**src/rtl/tva_pkg.sv**
```systemverilog
package tva_pkg;

   // pixel format codes
   typedef enum logic [1:0] {
      FMT_B8   = 2'd0,
      FMT_B16  = 2'd1,
      FMT_B32  = 2'd2,
      FMT_PAGE = 2'd3
   } fmt_e;

   // orientation bit positions
   localparam int ORI_SWAP  = 0;
   localparam int ORI_YFLIP = 1;
   localparam int ORI_XFLIP = 2;

   typedef struct packed {
      logic [4:0] xs;
      logic [4:0] ys;
   } shift_t;

   // per-format coordinate shifts; page mode drops every coordinate bit
   function automatic shift_t fmt_shift(input int f, input int cw, input int ch);
      shift_t s;
      case (f)
         0:       begin s.xs = 5'd0;     s.ys = 5'd0;     end
         1:       begin s.xs = 5'd0;     s.ys = 5'd1;     end
         2:       begin s.xs = 5'd1;     s.ys = 5'd1;     end
         default: begin s.xs = 5'(cw);   s.ys = 5'(ch);   end
      endcase
      return s;
   endfunction

endpackage

```
**src/rtl/tva_geom.sv**
```systemverilog
module tva_geom #(
   parameter int CW      = 15,
   parameter int CH      = 14,
   parameter int COORD_W = 16
) (
   input  logic [1:0]         fmt,
   output logic [4:0]         xbits,
   output logic [4:0]         ybits,
   output logic [COORD_W-1:0] xmask,
   output logic [COORD_W-1:0] ymask,
   output logic [5:0]         scale
);
   import tva_pkg::*;

   localparam int NFMT = 4;

   logic [4:0]         xb_t [NFMT];
   logic [4:0]         yb_t [NFMT];
   logic [COORD_W-1:0] xm_t [NFMT];
   logic [COORD_W-1:0] ym_t [NFMT];
   logic [5:0]         sc_t [NFMT];

   // one constant geometry row per format
   for (genvar f = 0; f < NFMT; f++) begin : g_fmt
      localparam shift_t S  = fmt_shift(f, CW, CH);
      localparam int     XB = CW - int'(S.xs);
      localparam int     YB = CH - int'(S.ys);
      localparam logic [COORD_W-1:0] XM = COORD_W'((64'd1 << XB) - 64'd1);
      localparam logic [COORD_W-1:0] YM = COORD_W'((64'd1 << YB) - 64'd1);
      assign xb_t[f] = 5'(XB);
      assign yb_t[f] = 5'(YB);
      assign xm_t[f] = XM;
      assign ym_t[f] = YM;
      assign sc_t[f] = 6'(int'(S.xs) + int'(S.ys));
   end

   assign xbits = xb_t[fmt];
   assign ybits = yb_t[fmt];
   assign xmask = xm_t[fmt];
   assign ymask = ym_t[fmt];
   assign scale = sc_t[fmt];

endmodule

```
**src/rtl/tva_fold.sv**
```systemverilog
module tva_fold #(
   parameter int COORD_W = 16,
   parameter int OFF_W   = 29
) (
   input  logic [COORD_W-1:0] x,
   input  logic [COORD_W-1:0] y,
   input  logic [2:0]         orient,
   input  logic [4:0]         xbits,
   input  logic [4:0]         ybits,
   input  logic [COORD_W-1:0] xmask,
   input  logic [COORD_W-1:0] ymask,
   input  logic [5:0]         scale,
   output logic               in_range,
   output logic [OFF_W-1:0]   offset
);
   import tva_pkg::*;

   localparam int PAD_W = OFF_W - COORD_W;

   logic [COORD_W-1:0] xm, ym;
   logic [OFF_W-1:0]   xe, ye, idx;

   if (PAD_W < 1) begin : g_bad_pad
      $error("offset field must be wider than a coordinate");
   end

   assign in_range = (x <= xmask) && (y <= ymask);

   // mirror by inverting the kept bits of each axis
   assign xm = orient[ORI_XFLIP] ? (x ^ xmask) : x;
   assign ym = orient[ORI_YFLIP] ? (y ^ ymask) : y;

   assign xe = {{PAD_W{1'b0}}, xm};
   assign ye = {{PAD_W{1'b0}}, ym};

   // coordinates are disjoint bit ranges, so the sum never carries
   assign idx = orient[ORI_SWAP] ? ((xe << ybits) + ye)
                                 : ((ye << xbits) + xe);

   assign offset = idx << scale;

endmodule

```
**src/rtl/tiled_view_addr.sv**
```systemverilog
module tiled_view_addr #(
   parameter int CW      = 15,
   parameter int CH      = 14,
   parameter int COORD_W = 16,
   parameter int ADDR_W  = 32
) (
   input  logic              clk,
   input  logic              rst_n,
   input  logic              in_valid,
   input  logic [15:0]       x,
   input  logic [15:0]       y,
   input  logic [1:0]        fmt,
   input  logic [2:0]        orient,
   output logic              out_valid,
   output logic [31:0]       out_addr
);
   localparam int OFF_W = CW + CH;
   localparam int ORI_W = 3;
   localparam int FMT_W = 2;
   localparam int LOW_W = ADDR_W - ORI_W - FMT_W;

   if (COORD_W != 16 || ADDR_W != 32) begin : g_bad_port
      $error("port widths are fixed at 16-bit coordinates and 32-bit address");
   end
   if (COORD_W <= CW || COORD_W <= CH) begin : g_bad_coord
      $error("coordinate port must be wider than either container axis");
   end
   if (LOW_W < 1) begin : g_bad_low
      $error("address too narrow for orientation and format fields");
   end

   logic [4:0]         xbits, ybits;
   logic [COORD_W-1:0] xmask, ymask;
   logic [5:0]         scale;
   logic               in_range;
   logic [OFF_W-1:0]   offset;
   logic [LOW_W-1:0]   low_off;
   logic [ADDR_W-1:0]  addr_next;

   tva_geom #(.CW(CW), .CH(CH), .COORD_W(COORD_W)) geom_i (
      .fmt   (fmt),
      .xbits (xbits),
      .ybits (ybits),
      .xmask (xmask),
      .ymask (ymask),
      .scale (scale)
   );

   tva_fold #(.COORD_W(COORD_W), .OFF_W(OFF_W)) fold_i (
      .x        (x),
      .y        (y),
      .orient   (orient),
      .xbits    (xbits),
      .ybits    (ybits),
      .xmask    (xmask),
      .ymask    (ymask),
      .scale    (scale),
      .in_range (in_range),
      .offset   (offset)
   );

   // offset wider than the low field is cut; narrower is zero-extended
   if (LOW_W < OFF_W) begin : g_trunc
      assign low_off = LOW_W'(offset);
   end else begin : g_extend
      assign low_off = {{(LOW_W - OFF_W){1'b0}}, offset};
   end

   assign addr_next = in_range ? {orient, fmt, low_off} : '0;

   always_ff @(posedge clk) begin
      if (!rst_n) begin
         out_valid <= 1'b0;
         out_addr  <= '0;
      end else begin
         out_valid <= in_valid && in_range;
         if (in_valid) out_addr <= addr_next;
      end
   end


   valid_follows_strobe_chk: assert property (@(posedge clk) disable iff (!rst_n)
      out_valid |-> $past(in_valid));


   hold_without_strobe_chk: assert property (@(posedge clk) disable iff (!rst_n)
      !in_valid |=> $stable(out_addr) && !out_valid);


   reject_zero_chk: assert property (@(posedge clk) disable iff (!rst_n)
      in_valid && !in_range |=> !out_valid && out_addr == '0);


   orient_field_chk: assert property (@(posedge clk) disable iff (!rst_n)
      in_valid && in_range |=> out_valid && out_addr[31:29] == $past(orient));


   fmt_field_chk: assert property (@(posedge clk) disable iff (!rst_n)
      in_valid && in_range |=> out_addr[28:27] == $past(fmt));


   page_zero_chk: assert property (@(posedge clk) disable iff (!rst_n)
      in_valid && fmt == 2'd3 |=> out_addr[26:0] == '0);

endmodule

```
**config.mk**
```make
export PLATFORM = sky130hd
export DESIGN_NAME = tiled_view_addr
export DESIGN_NICKNAME = d
export VERILOG_FILES = /design/src/rtl/tva_pkg.sv /design/src/rtl/tva_geom.sv /design/src/rtl/tva_fold.sv /design/src/rtl/tiled_view_addr.sv
export SDC_FILE = /design/constraint.sdc
export NUM_CORES = 1
export LEC_CHECK = 0
export ABC_AREA = 1
export CAP_MARGIN = 20
export CELL_PAD_IN_SITES_DETAIL_PLACEMENT = 1
export CELL_PAD_IN_SITES_GLOBAL_PLACEMENT = 1
export CORE_MARGIN = 5
export CORE_UTILIZATION = 25
export CTS_BUF_LIST = sky130_fd_sc_hd__clkbuf_16
export DETAILED_ROUTE_END_ITERATION = 10
export PLACE_DENSITY_LB_ADDON = 0.1
export SYNTH_ARGS = -nofsm -noshare
export SYNTH_HDL_FRONTEND = slang
export SYNTH_SLANG_ARGS = --single-unit
```
**constraint.sdc**
```tcl
create_clock -name clk -period 7.8 [get_ports clk]
set_input_delay 0.78 -clock clk [delete_from_list [all_inputs] [get_ports clk]]
set_output_delay 0.78 -clock clk [all_outputs]
set_load 0.03 [all_outputs]
```
==> metrics.csv <==
stage,metric,value,unit
cts,cts_max_path_buffers,2,
layout,drive_gt1_frac,0.0690,
sta,max-slew-margin-rel,0.467,
power,p_int,471,uW
drt,via_per_inst,4.98,
drt,drt_wl_total,27500,um
drt,drt_iter0_drc,303,
drt,drt.antenna.violating_nets,0,
drt,vias,7491,
worst_setup_path,crit_fanout,29,
floorplan,pin_count,73,
cts,clk_pin_slew,0.05,ns
worst_setup_path,crit_slowest_cell,ha_1,
layout,layout.nets,1285,
worst_setup_path,cp_cell_sequence,clkdlybuf4s50_1 -> buf_4 -> inv_2 -> ha_1 -> inv_1 -> ha_1 -> o21ai_0 -> ha_1 -> a21oi_1 -> o21ai_0 -> a21oi_1 -> nand2_1 -> nand4_1 -> nand2_2 -> nand2_1 -> nand3_1 -> nand3_1 -> nand3_1 -> nand3_1 -> nand2_1,
power,peakVddDrop,0.0000670,V
floorplan,die_width,170,um
cts,cts_setup_buffers,0,
worst_setup_path,required,7.97,ns
power,switching_share,0.502,
logic_synthesis,ys_seq_area_frac,0.104,
logic_synthesis,synth_warnings,0,
power,p_sw,475,uW
drt,first_pass_iters,5,
logic_synthesis,synth.ff_latch_count,33,
logic_synthesis,syn_inst,1124,
logic_synthesis,synthMuxAreaShare,0.00786,
logic_synthesis,synthArstFlopShare,0,
cts,cts_resized,0,
logic_synthesis,syn_area,6370,um2
grt,antenna_found_initial,0,
worst_setup_path,worstSetupPathType,input pin to flip-flop,
layout,seqCellArea,661,um2
worst_setup_path,cp.arrival,5.88,ns
logic_synthesis,synthXorXnorAreaFrac,0.0138,
sta,setup_viol,0,
drt,wl_per_cell,18.3,um
grt,grt_pass1_wl,43500,um
floorplan,dieArea,28800,um2
logic_synthesis,avgSynthCellArea,5.67,um2
drt,route.detailed.drc,0,
sta,fin_crit,5.70,ns
sta,fmax,175,MHz
power,combPwrFrac,0.617,
sta,drv_slew,0,
worst_setup_path,endpoint_kind,flip-flop,
sta,fin_setup_tns,0,ns
logic_synthesis,synth_compound_area_frac,0.184,
worst_setup_path,r2r-start,out_addr[0]$_SDFFE_PN0P_,
sta,rsz0062_at_grt,false,
grt,overflow,0,
logic_synthesis,synth-edff-count,0,
sta,final_hold_viol_count,0,
worst_setup_path,start_kind,input pin,
cts,htree_levels,2,
floorplan,num_rows,58,
logic_synthesis,synth_adder_area_share,0.144,
grt,grt_max_degree,32,
placed_design,place_ws,1.81,ns
layout,fillCellCount,3365,
placed_design,hpwl,23200,um
placed_design,placed_cell_area,7370,um2
logic_synthesis,synthFlopType,dfxtp_1,
worst_setup_path,cp-startpoint,fmt[0],
placed_design,place_congestion,0.913,
floorplan,die_h,170,um
layout,fin_area,7510,um2
power,seq_power_share,0.181,
floorplan,core,25100,um2
power,powerDensity,126,nW/um2
job,drv_cap,0,
cts,cts_hold_buffers,0,
sta,finalClockSkew,0,ns
worst_setup_path,cpMostUsedCell,nand3_1,
logic_synthesis,synth_nets,1236,
logic_synthesis,synth_top_family_by_area,simple AND/OR/NAND/NOR gates,
grt,track_usage,0.191,
cts,cts_buffers,5,
floorplan,initial_core_util,0.254,
power,clkPwrFrac,0.202,
cts,cts_tree,yes,
logic_synthesis,ys_types,49,
cts,cts_root_buffer,clkbuf_16,
cts,cts_sinks,33,
hold_path,hp-start,out_addr[10]$_SDFFE_PN0P_,
sta,worstMarginPinSlew,0.791,ns
logic_synthesis,synthSimpleGateAreaFrac,0.441,
grt,grt_pass1_vias,7662,
layout,n_antenna_cell,0,
sta,layout_worst_path_cycle_share,0.731,
cts,clk_latency,0.28,ns
hold_path,hold_class,flip-flop to flip-flop,
sta,fin_ws,2.10,ns
status,status,"complete, no violations",
placed_design,portBuffers,72,
power,leakagePower,3.65,nW
layout,area_delta_synth_final,18.0,%
layout,multi_input_area,5040,um2
worst_setup_path,max_stage_delay,0.61,ns
## cells in the final DEF, fill, tap and decap left out, drive strengths merged, types with 4 or more instances in the layout
cell	count
buf	13
o21ai	104
a21oi	71
xnor2	7
nand3b	7
inv	118
o211ai	6
o21a	6
clkbuf	5
mux2i	5
nand2	345
o22ai	4
nor3	8
clkdlybuf4s50	71
dfxtp	33
ha	70
nand4	10
nor2	96
o21bai	6
nand3	164
## routing by layer
| layer | vias to the layer above | track usage | wire, um |
|---|---|---|---|
| met5 | - | 0 | 0 |
| met3 | 27 | 0.0105 | 850 |
| met4 | 0 | 0.0403 | 521 |
| met2 | 130 | 0.325 | 12700 |
| met1 | 3502 | 0.268 | 13500 |
| li1 | 3832 | - | - |
## cells by family (layout without fill, tap and decap cells)
group                    Yosys count  after routing
AO/OA/AOI/OAI                    208            208
multiplexers                       5              5
XOR/XNOR                          10             10
flip-flops                        33             33
AND/OR/NAND/NOR                  636            636
adder cells (fa/ha/maj)           72             72
buffers and inverters            160            210
## state kept, by name (all words and copies together) (netlist names)
signal and count:
out_addr 32, out_valid 1
## layout make-up
type                            count  area share
Multi-Input combinational cell    931       0.671
Timing Repair Buffer               84       0.108
Sequential cell                    33      0.0879
Inverter                          118      0.0596
Tap cell                          330      0.0550
Clock buffer                        5      0.0167
Clock inverter                      3     0.00183
## power groups by stage
| stage | Sequential [mW] | Combinational, mW | Clock, mW |
|---|---|---|---|
| floorplan | 0.177 | 0.391 | 0 |
| finish | 0.171 | 0.584 | 0.191 |
| global placement | 0.174 | 0.581 | 0 |
| global route | 0.171 | 0.657 | 0.205 |
| detailed placement | 0.174 | 0.583 | 0 |
| CTS | 0.171 | 0.586 | 0.201 |
## synth_stat cells, drive strengths merged, types with 3 or more instances
library cell / number / area share
clkbuf: 11 / 0.0065
nand4: 10 / 0.011
ha: 70 / 0.14
o21a: 6 / 0.0071
o211ai: 6 / 0.0071
a21boi: 3 / 0.0035
mux2i: 5 / 0.0079
nand3: 164 / 0.13
buf: 31 / 0.029
or2: 3 / 0.0029
o21ai: 104 / 0.089
xnor2: 7 / 0.0096
inv: 117 / 0.070
nand3b: 7 / 0.0083
o22ai: 4 / 0.0039
a31oi: 3 / 0.0029
dfxtp: 33 / 0.10
a21oi: 71 / 0.056
nand2: 345 / 0.21
xor2: 3 / 0.0041
nor3: 8 / 0.0079
o21bai: 6 / 0.0071
nor2: 96 / 0.064
## per-stage QoR
stage	cells	hold slack, ns	utilization	total power, mW
5_1_grt	1504	0.476	0.299	1.03
6_report	1504	0.449	0.299	0.945
3_5_place_dp	1496	0.443	0.294	0.757
4_1_cts	1504	0.455	0.299	0.958
3_3_place_gp	1495	0.439	0.293	0.755
2_1_floorplan	1124	0.581	-	0.568
## critical path, delay by kind of cell
family,cells,cell delay (ns)
buf+inv,4,1.41
simple gates,9,1.06
fa+ha+maj,3,1.44
compound gates,4,1.18
## worst paths after layout
check	to	slack, ns	cells after the start
worst max-delay path	out_addr[18]$_SDFFE_PN0P_	2.10	20
worst min-delay path	out_addr[10]$_SDFFE_PN0P_	0.45	2
worst max register to register	out_addr[0]$_SDFFE_PN0P_	7.19	2
worst min register to register	out_addr[10]$_SDFFE_PN0P_	0.45	2
(Power assumes the default switching activity.)
